**config.mk**
```make
export PLATFORM = sky130hd
export DESIGN_NAME = swire_bridge
export DESIGN_NICKNAME = d
export VERILOG_FILES = /design/src/rtl/swire_pkg.sv /design/src/rtl/swire_tx.sv /design/src/rtl/swire_rx.sv /design/src/rtl/swire_bridge.sv
export SDC_FILE = /design/constraint.sdc
export NUM_CORES = 1
export LEC_CHECK = 0
export CAP_MARGIN = 25
export CORE_MARGIN = 2
export CORE_UTILIZATION = 40
export DETAILED_ROUTE_END_ITERATION = 7
export DONT_BUFFER_PORTS = 1
export HOLD_SLACK_MARGIN = 0.06
export PLACE_DENSITY = 0.63
export SYNTH_ARGS = -nofsm -noshare
export SYNTH_HDL_FRONTEND = slang
export SYNTH_SLANG_ARGS = --single-unit
export TNS_END_PERCENT = 50
```
**constraint.sdc**
```tcl
create_clock -name clk -period 2.85 [get_ports clk]
set_clock_uncertainty 0.15 [all_clocks]
set_input_delay 0.57 -clock clk [delete_from_list [all_inputs] [get_ports clk]]
set_output_delay 0.57 -clock clk [all_outputs]
set_load 0.005 [all_outputs]
```
**src/rtl/swire_pkg.sv**
```systemverilog
// Shared types and constants for the single-wire token bridge.
// Assumes one bus bit per serial character with seven data bits.
package swire_pkg;

    localparam logic [6:0] TOK_ONE  = 7'h7F;
    localparam logic [6:0] TOK_ZERO = 7'h7D;

    typedef enum logic [1:0] {TX_IDLE, TX_WAKE, TX_GUARD, TX_FRAME} tx_state_e;
    typedef enum logic [1:0] {RX_IDLE, RX_START, RX_DATA, RX_STOP} rx_state_e;

    // Character that carries one bus bit
    function automatic logic [6:0] token_char(input logic b);
        return b ? TOK_ONE : TOK_ZERO;
    endfunction

endpackage

```
**src/rtl/swire_tx.sv**
```systemverilog
// Transmit side: serialises each byte as eight token characters, LSB first,
// and generates the wake pulse followed by its release guard time.
// Assumes CPB >= 2, WAKE_CYCLES >= 1, RELEASE_CYCLES >= 1.
module swire_tx
    import swire_pkg::*;
#(
    parameter int CPB            = 1085,
    parameter int WAKE_CYCLES    = 15000,
    parameter int RELEASE_CYCLES = 375000
) (
    input  logic       clk,
    input  logic       rst_n,
    input  logic       tx_valid,
    input  logic [7:0] tx_data,
    output logic       tx_ready,
    input  logic       wake_req,
    output logic       line_low,
    output logic       tx_active
);

    localparam int MAXC = (WAKE_CYCLES > RELEASE_CYCLES)
                        ? ((WAKE_CYCLES > CPB) ? WAKE_CYCLES : CPB)
                        : ((RELEASE_CYCLES > CPB) ? RELEASE_CYCLES : CPB);
    localparam int CW   = $clog2(MAXC + 1);

    tx_state_e       state;
    logic [CW-1:0]   cnt;
    logic [7:0]      shreg;
    logic [6:0]      chr;
    logic [2:0]      bit_idx;
    logic [3:0]      slot;

    assign tx_ready  = (state == TX_IDLE);
    assign tx_active = (state != TX_IDLE);

    // Sequencer for wake pulse, guard delay and character slots
    always_ff @(posedge clk) begin
        if (!rst_n) begin
            state    <= TX_IDLE;
            cnt      <= '0;
            shreg    <= '0;
            chr      <= '0;
            bit_idx  <= '0;
            slot     <= '0;
            line_low <= 1'b0;
        end else begin
            case (state)
                TX_IDLE: begin
                    if (wake_req) begin
                        state    <= TX_WAKE;
                        line_low <= 1'b1;
                        cnt      <= CW'(WAKE_CYCLES - 1);
                    end else if (tx_valid) begin
                        state    <= TX_FRAME;
                        shreg    <= tx_data;
                        chr      <= token_char(tx_data[0]);
                        bit_idx  <= '0;
                        slot     <= '0;
                        line_low <= 1'b1;
                        cnt      <= CW'(CPB - 1);
                    end
                end
                TX_WAKE: begin
                    if (cnt == '0) begin
                        state    <= TX_GUARD;
                        line_low <= 1'b0;
                        cnt      <= CW'(RELEASE_CYCLES - 1);
                    end else begin
                        cnt <= cnt - 1'b1;
                    end
                end
                TX_GUARD: begin
                    if (cnt == '0) state <= TX_IDLE;
                    else           cnt   <= cnt - 1'b1;
                end
                TX_FRAME: begin
                    if (cnt != '0) begin
                        cnt <= cnt - 1'b1;
                    end else begin
                        cnt <= CW'(CPB - 1);
                        if (slot == 4'd8) begin
                            if (bit_idx == 3'd7) begin
                                state <= TX_IDLE;
                            end else begin
                                bit_idx  <= bit_idx + 3'd1;
                                slot     <= '0;
                                line_low <= 1'b1;
                                shreg    <= shreg >> 1;
                                chr      <= token_char(shreg[1]);
                            end
                        end else begin
                            slot     <= slot + 4'd1;
                            line_low <= (slot == 4'd7) ? 1'b0 : ~chr[slot[2:0]];
                        end
                    end
                end
                default: state <= TX_IDLE;
            endcase
        end
    end


    idle_release_chk: assert property (@(posedge clk) disable iff (!rst_n)
        tx_ready |-> !line_low);


    start_slot_chk: assert property (@(posedge clk) disable iff (!rst_n)
        (tx_valid && tx_ready && !wake_req) |=> (line_low && !tx_ready));


    wake_start_chk: assert property (@(posedge clk) disable iff (!rst_n)
        (wake_req && tx_ready) |=> (line_low && !tx_ready));

endmodule

```
**src/rtl/swire_rx.sv**
```systemverilog
// Receive side: synchronises the line, frames characters, maps token
// characters to bits and packs them LSB first into bytes.
// Assumes CPB >= 2 and that the line idles high between characters.
module swire_rx
    import swire_pkg::*;
#(
    parameter int CPB = 1085
) (
    input  logic       clk,
    input  logic       rst_n,
    input  logic       line_in,
    input  logic       enable,
    output logic       rx_valid,
    output logic [7:0] rx_data,
    input  logic       rx_ready,
    output logic       rx_frame_err
);

    localparam int HALF = CPB / 2;
    localparam int CW   = $clog2(CPB + 1);

    rx_state_e     state;
    logic [CW-1:0] cnt;
    logic [2:0]    idx;
    logic [6:0]    chr;
    logic [7:0]    acc;
    logic [2:0]    nbits;
    logic          s1, s2;
    logic          good, bit_val;

    assign good    = s2 && ((chr == TOK_ONE) || (chr == TOK_ZERO));
    assign bit_val = (chr == TOK_ONE);

    // Two-flop synchroniser for the bus level
    always_ff @(posedge clk) begin
        if (!rst_n) begin
            s1 <= 1'b1;
            s2 <= 1'b1;
        end else begin
            s1 <= line_in;
            s2 <= s1;
        end
    end

    // Character framing, bit decode, byte packing and output hold
    always_ff @(posedge clk) begin
        if (!rst_n) begin
            state        <= RX_IDLE;
            cnt          <= '0;
            idx          <= '0;
            chr          <= '0;
            acc          <= '0;
            nbits        <= '0;
            rx_valid     <= 1'b0;
            rx_data      <= '0;
            rx_frame_err <= 1'b0;
        end else begin
            rx_frame_err <= 1'b0;
            if (rx_valid && rx_ready) rx_valid <= 1'b0;
            if (!enable) begin
                state <= RX_IDLE;
                nbits <= '0;
            end else begin
                case (state)
                    RX_IDLE: begin
                        if (!s2) begin
                            state <= RX_START;
                            cnt   <= CW'(HALF - 1);
                        end
                    end
                    RX_START: begin
                        if (cnt != '0) begin
                            cnt <= cnt - 1'b1;
                        end else if (!s2) begin
                            state <= RX_DATA;
                            cnt   <= CW'(CPB - 1);
                            idx   <= '0;
                        end else begin
                            state <= RX_IDLE;
                        end
                    end
                    RX_DATA: begin
                        if (cnt != '0) begin
                            cnt <= cnt - 1'b1;
                        end else begin
                            chr[idx] <= s2;
                            cnt      <= CW'(CPB - 1);
                            if (idx == 3'd6) state <= RX_STOP;
                            else             idx   <= idx + 3'd1;
                        end
                    end
                    RX_STOP: begin
                        if (cnt != '0) begin
                            cnt <= cnt - 1'b1;
                        end else begin
                            state <= RX_IDLE;
                            if (good) begin
                                acc <= {bit_val, acc[7:1]};
                                if (nbits == 3'd7) begin
                                    rx_data  <= {bit_val, acc[7:1]};
                                    rx_valid <= 1'b1;
                                    nbits    <= '0;
                                end else begin
                                    nbits <= nbits + 3'd1;
                                end
                            end else begin
                                rx_frame_err <= 1'b1;
                                nbits        <= '0;
                            end
                        end
                    end
                    default: state <= RX_IDLE;
                endcase
            end
        end
    end


    hold_valid_chk: assert property (@(posedge clk) disable iff (!rst_n)
        (rx_valid && !rx_ready) |=> rx_valid);


    echo_quiet_chk: assert property (@(posedge clk) disable iff (!rst_n)
        !enable |=> (!rx_frame_err && !$rose(rx_valid)));


    err_no_byte_chk: assert property (@(posedge clk) disable iff (!rst_n)
        rx_frame_err |-> !$rose(rx_valid));


    err_pulse_chk: assert property (@(posedge clk) disable iff (!rst_n)
        rx_frame_err |=> !rx_frame_err);

endmodule

```
**src/rtl/swire_bridge.sv**
```systemverilog
// Top of the single-wire token host bridge: joins the transmitter and the
// receiver and mutes the receiver while the bridge owns the line.
// Assumes an external pull-up on the bus and a 250 MHz clock by default.
module swire_bridge #(
    parameter int CLKS_PER_BIT   = 1085,
    parameter int WAKE_CYCLES    = 15000,
    parameter int RELEASE_CYCLES = 375000
) (
    input  logic       clk,
    input  logic       rst_n,
    input  logic       tx_valid,
    input  logic [7:0] tx_data,
    output logic       tx_ready,
    input  logic       wake_req,
    output logic       rx_valid,
    output logic [7:0] rx_data,
    input  logic       rx_ready,
    output logic       rx_frame_err,
    output logic       line_low,
    input  logic       line_in
);

    logic tx_active;

    swire_tx #(
        .CPB            (CLKS_PER_BIT),
        .WAKE_CYCLES    (WAKE_CYCLES),
        .RELEASE_CYCLES (RELEASE_CYCLES)
    ) u_tx (
        .clk       (clk),
        .rst_n     (rst_n),
        .tx_valid  (tx_valid),
        .tx_data   (tx_data),
        .tx_ready  (tx_ready),
        .wake_req  (wake_req),
        .line_low  (line_low),
        .tx_active (tx_active)
    );

    swire_rx #(
        .CPB (CLKS_PER_BIT)
    ) u_rx (
        .clk          (clk),
        .rst_n        (rst_n),
        .line_in      (line_in),
        .enable       (!tx_active),
        .rx_valid     (rx_valid),
        .rx_data      (rx_data),
        .rx_ready     (rx_ready),
        .rx_frame_err (rx_frame_err)
    );

endmodule

```
==> results.txt <==
- Setup bufs post-CTS: 0
* Number of synthesized flops with an enable pin: 0
- Worst IR drop on VDD: 0.5588 mV
- Setup repair after global routing missed its margin: no
- Post-synthesis instance total: 542
- The number of slew-limit violations in the final report was 0.
* Status: complete, no violations
* Root Buffer Master: sky130_fd_sc_hd__clkbuf_16
* Count of boundary I/O pins: 26
* Distinct cell type count of the synthesized netlist: 64
* Detailed Route Iter0 Violations: 309
* Endpoint type of the worst setup path: flop
* Share of the yosys chip area belonging to registers: 36.51%
- Dividing the detail-routed wire length by the instance count gives 15.84 um.
- Entering global routing, the biggest net connects 69 pins.
- Worst-path clk slew: 60 ps
* Final non-filler cell total: 701
- Measured against its own limit, the worst slew margin works out to 42.61%.
- Across the run, the number of max-cap violations was 0.
- Total half-perimeter wirelength after legalization and detailed placement: 7883 um
- Cell area power density: 1026 nW/um2
- In this run the deepest clock path goes through 2 buffers.
* Starting density of the core: 41.43%
- Global routing usage summed across all routing layers: 18.02%
* Final WL: 11,110 um
- Detailed-router iteration count before antenna repair: 5
- After floorplanning, the core was divided into 38 placement rows.
- Initial antenna violation count: 0
* Syn Nets: 576
- After filler insertion, the fill cell instance count of the layout stands at 1,043.
* Setup-failing EPs final: 0
* Number of nets still failing antenna checks after routing: 0
- Cells fill 47.02% of the core in the end.
- Gates resized, CTS repair: 0
* Number of warnings issued by yosys: 0
- After detailed routing, the number of vias per cell comes to 5.912.
* Highest achievable clock rate: 379.5 MHz
- Core Box Area: 10,980 um2
* Hold-fix buffer count after cts: 0
* Number of antenna repair diodes: 0
- Area occupied by multi-input gates: 2701 um2
- Clock Latency Late Sink: 340 ps
* Slew of the pin with the lowest slew margin: 856.8 ps
* Share of cells above drive strength 1: 12.30%
- The number of endpoints with negative hold slack in the final report is 0.
* Final RePlAce weighted congestion: 0.8800
- Relative to the synthesized area, the layout overhead comes to 13.47%.
- For this run, the leading register cell type out of synthesis is sky130_fd_sc_hd__dfxtp_1.
* Share of the clock period used by the worst path after layout: 92.45%
* Final total negative setup slack: 0 ps
- Critical path launch point type: flop
* CTS tree: built
- Crit Path Max Fanout: 8
- Floorplan die height: 110.7 um
* Ys async rst share: 0%
* Synth Area per Inst: 8.396 um2
- Synthesis-stage register bit count: 83
- TritonCTS created 9 clock buffers.
- Fin crit period: 2635 ps
- Total number of nets in the final design: 590
- The die covers 12,250 um2.
* Wire length of the first global-routing pass: 18,720 um
* Total area of sequential cells: 1662 um2
- Leakage power: 0.002057 uW
- Detailed-route DRC error count: 0
- IO buf count: 0
- The cell area that synthesis handed to floorplanning was 4551 um2.
- Critical path start-end classification: reg -> reg
* Class of the tightest hold or removal check: in -> reg
- The floorplan step set the die width to 110.7 um.
- In this run, placement finished with an instance count of 685.
- Worst path required time: 2970 ps
* Number of clock sinks seen by CTS: 83
- CTS built an H-tree with a depth of 3.
* Via count of the first global-routing pass: 3,874
- Detailed routing inserted a total of 4,144 vias.
* Total global routing overflow: 0
- Worst Path Arrival: 2750 ps
==> cells in the final DEF (no fill, tap or decap), types with 4 or more instances in the layout <==
master and n:
sky130_fd_sc_hd__a21o_1 9, sky130_fd_sc_hd__inv_1 23, sky130_fd_sc_hd__nand3_1 22, sky130_fd_sc_hd__mux2i_1 26, sky130_fd_sc_hd__a21oi_1 31, sky130_fd_sc_hd__nor3_1 14
sky130_fd_sc_hd__nand2b_1 10, sky130_fd_sc_hd__o221a_2 9, sky130_fd_sc_hd__a31o_2 4, sky130_fd_sc_hd__nor4b_1 4, sky130_fd_sc_hd__ha_1 20, sky130_fd_sc_hd__and3_1 4
sky130_fd_sc_hd__o211a_1 4, sky130_fd_sc_hd__o21ai_0 21, sky130_fd_sc_hd__nand2_1 63, sky130_fd_sc_hd__a22o_1 6, sky130_fd_sc_hd__buf_4 30, sky130_fd_sc_hd__clkbuf_16 9
sky130_fd_sc_hd__nand3b_1 4, sky130_fd_sc_hd__o211ai_1 6, sky130_fd_sc_hd__o21a_1 9, sky130_fd_sc_hd__or3_1 11, sky130_fd_sc_hd__a211oi_1 5, sky130_fd_sc_hd__nor4_1 7
sky130_fd_sc_hd__nand4_1 10, sky130_fd_sc_hd__a31oi_1 9, sky130_fd_sc_hd__nor2_1 36, sky130_fd_sc_hd__o31ai_1 4, sky130_fd_sc_hd__dfxtp_1 83, sky130_fd_sc_hd__o22ai_1 4
==> cell type report <==
type                       count  area share, %
inverter                      23          1.672
timing repair buffer          30          4.362
clock buffer                  11          4.895
tap                          140          3.392
sequential                    83          32.18
clock inverter                 5          1.187
multi-input combinational    409          52.31
==> power by group <==
part | switching, uW | total, uW | leakage [uW] | internal (uW)
Sequential | 194 | 1550 | 0.000675 | 1350
Combinational | 1490 | 2540 | 0.00124 | 1060
Clock | 480 | 1210 | 0.000144 | 728
==> metrics by stage <==
step           hold slack [ps]  instance area, um2  total power, uW  setup slack (ps)
2_1_floorplan            236.3                4551             3254             354.8
3_3_place_gp             242.6                4850             4026             319.8
3_5_place_dp             258.8                4850             4058             225.5
4_1_cts                  163.6                5164             5278             224.4
5_1_grt                  174.9                5164             5671             84.38
6_report                 183.6                5164             5300             215.1
==> path summary, 6_finish.rpt <==
| check | from | end | slack [ps] | cells past startpoint |
|---|---|---|---|---|
| hold / removal | line_in | u_rx.s1 | 180 | 1 |
| hold reg to reg | u_rx.s1 | u_rx.s2 | 270 | 1 |
| setup / recovery | u_rx.cnt[0] | u_rx.chr[1] | 220 | 7 |
| setup reg to reg | u_rx.cnt[0] | u_rx.chr[1] | 220 | 7 |
==> layer usage <==
layer | track usage (%) | vias to the layer above | routed length, um
met4 | 6.167 | 0 | 167
met3 | 4.265 | 13 | 559
li1 | - | 2048 | -
met1 | 24.09 | 1981 | 5292
met5 | 0 | - | 0
met2 | 28.59 | 102 | 5085
==> cell usage after synthesis, drive strengths merged (2+ instances only) <==
library cell / number / area share [%]
a21boi: 4 / 0.66
nor3b: 3 / 0.49
nand4: 10 / 1.4
o21a: 9 / 1.5
ha: 20 / 5.5
mux2i: 26 / 5.7
o41ai: 2 / 0.39
o311ai: 3 / 0.58
a21oi: 31 / 3.4
xor2: 3 / 0.58
o211ai: 6 / 0.99
nor2b: 3 / 0.41
nor2: 36 / 3.0
nor4: 8 / 1.2
o32ai: 3 / 0.58
clkbuf: 20 / 1.6
o21ai: 21 / 2.3
inv: 23 / 1.9
or3b: 2 / 0.39
a211oi: 5 / 0.82
nor3: 14 / 1.5
a311oi: 2 / 0.39
a21o: 9 / 1.5
nand4b: 3 / 0.58
a22o: 6 / 1.2
nor4b: 5 / 0.96
and4: 3 / 0.58
a31oi: 9 / 1.2
buf: 7 / 0.71
o31ai: 4 / 0.66
a32o: 2 / 0.44
o211a: 4 / 0.88
dfxtp: 83 / 37
or4: 3 / 0.58
nand3b: 4 / 0.66
nand3: 22 / 2.4
a41oi: 2 / 0.39
or2: 2 / 0.27
a31o: 4 / 0.77
nand2: 63 / 5.2
o22ai: 4 / 0.55
o221a: 9 / 2.2
and3: 4 / 0.55
or3: 14 / 2.2
nand2b: 10 / 1.4
==> cells by family after synthesis <==
group           after synthesis  synth area share [%]
compound gates              149                 23.34
xor+xnor                      4                0.7700
fa+ha+maj                    20                 5.499
buf+inv                      50                 4.262
flops                        83                 36.51
mux                          26                 5.719
simple gates                210                 23.89
==> registers in the layout, indices dropped and copies added (netlist names), 2 cells and up, named ones only <==
name	flops
u_tx.bit_idx	3
u_rx.chr	7
u_rx.idx	3
u_tx.cnt	19
u_rx.cnt	11
u_tx.slot	4
u_tx.state	2
u_rx.nbits	3
u_tx.chr	2
u_rx.rx_data	8
u_rx.acc	7
u_tx.shreg	7
==> worst max-delay path, cell delays in order, from the launching register on <==
cell and delay (ps):
sky130_fd_sc_hd__dfxtp_1 320, sky130_fd_sc_hd__inv_1 90, sky130_fd_sc_hd__ha_1 190, sky130_fd_sc_hd__or3b_1 440, sky130_fd_sc_hd__or4_4 450, sky130_fd_sc_hd__or3_1 420
sky130_fd_sc_hd__or3_1 370, sky130_fd_sc_hd__a21oi_1 130
Note: power is estimated with default switching activity, not from simulation.
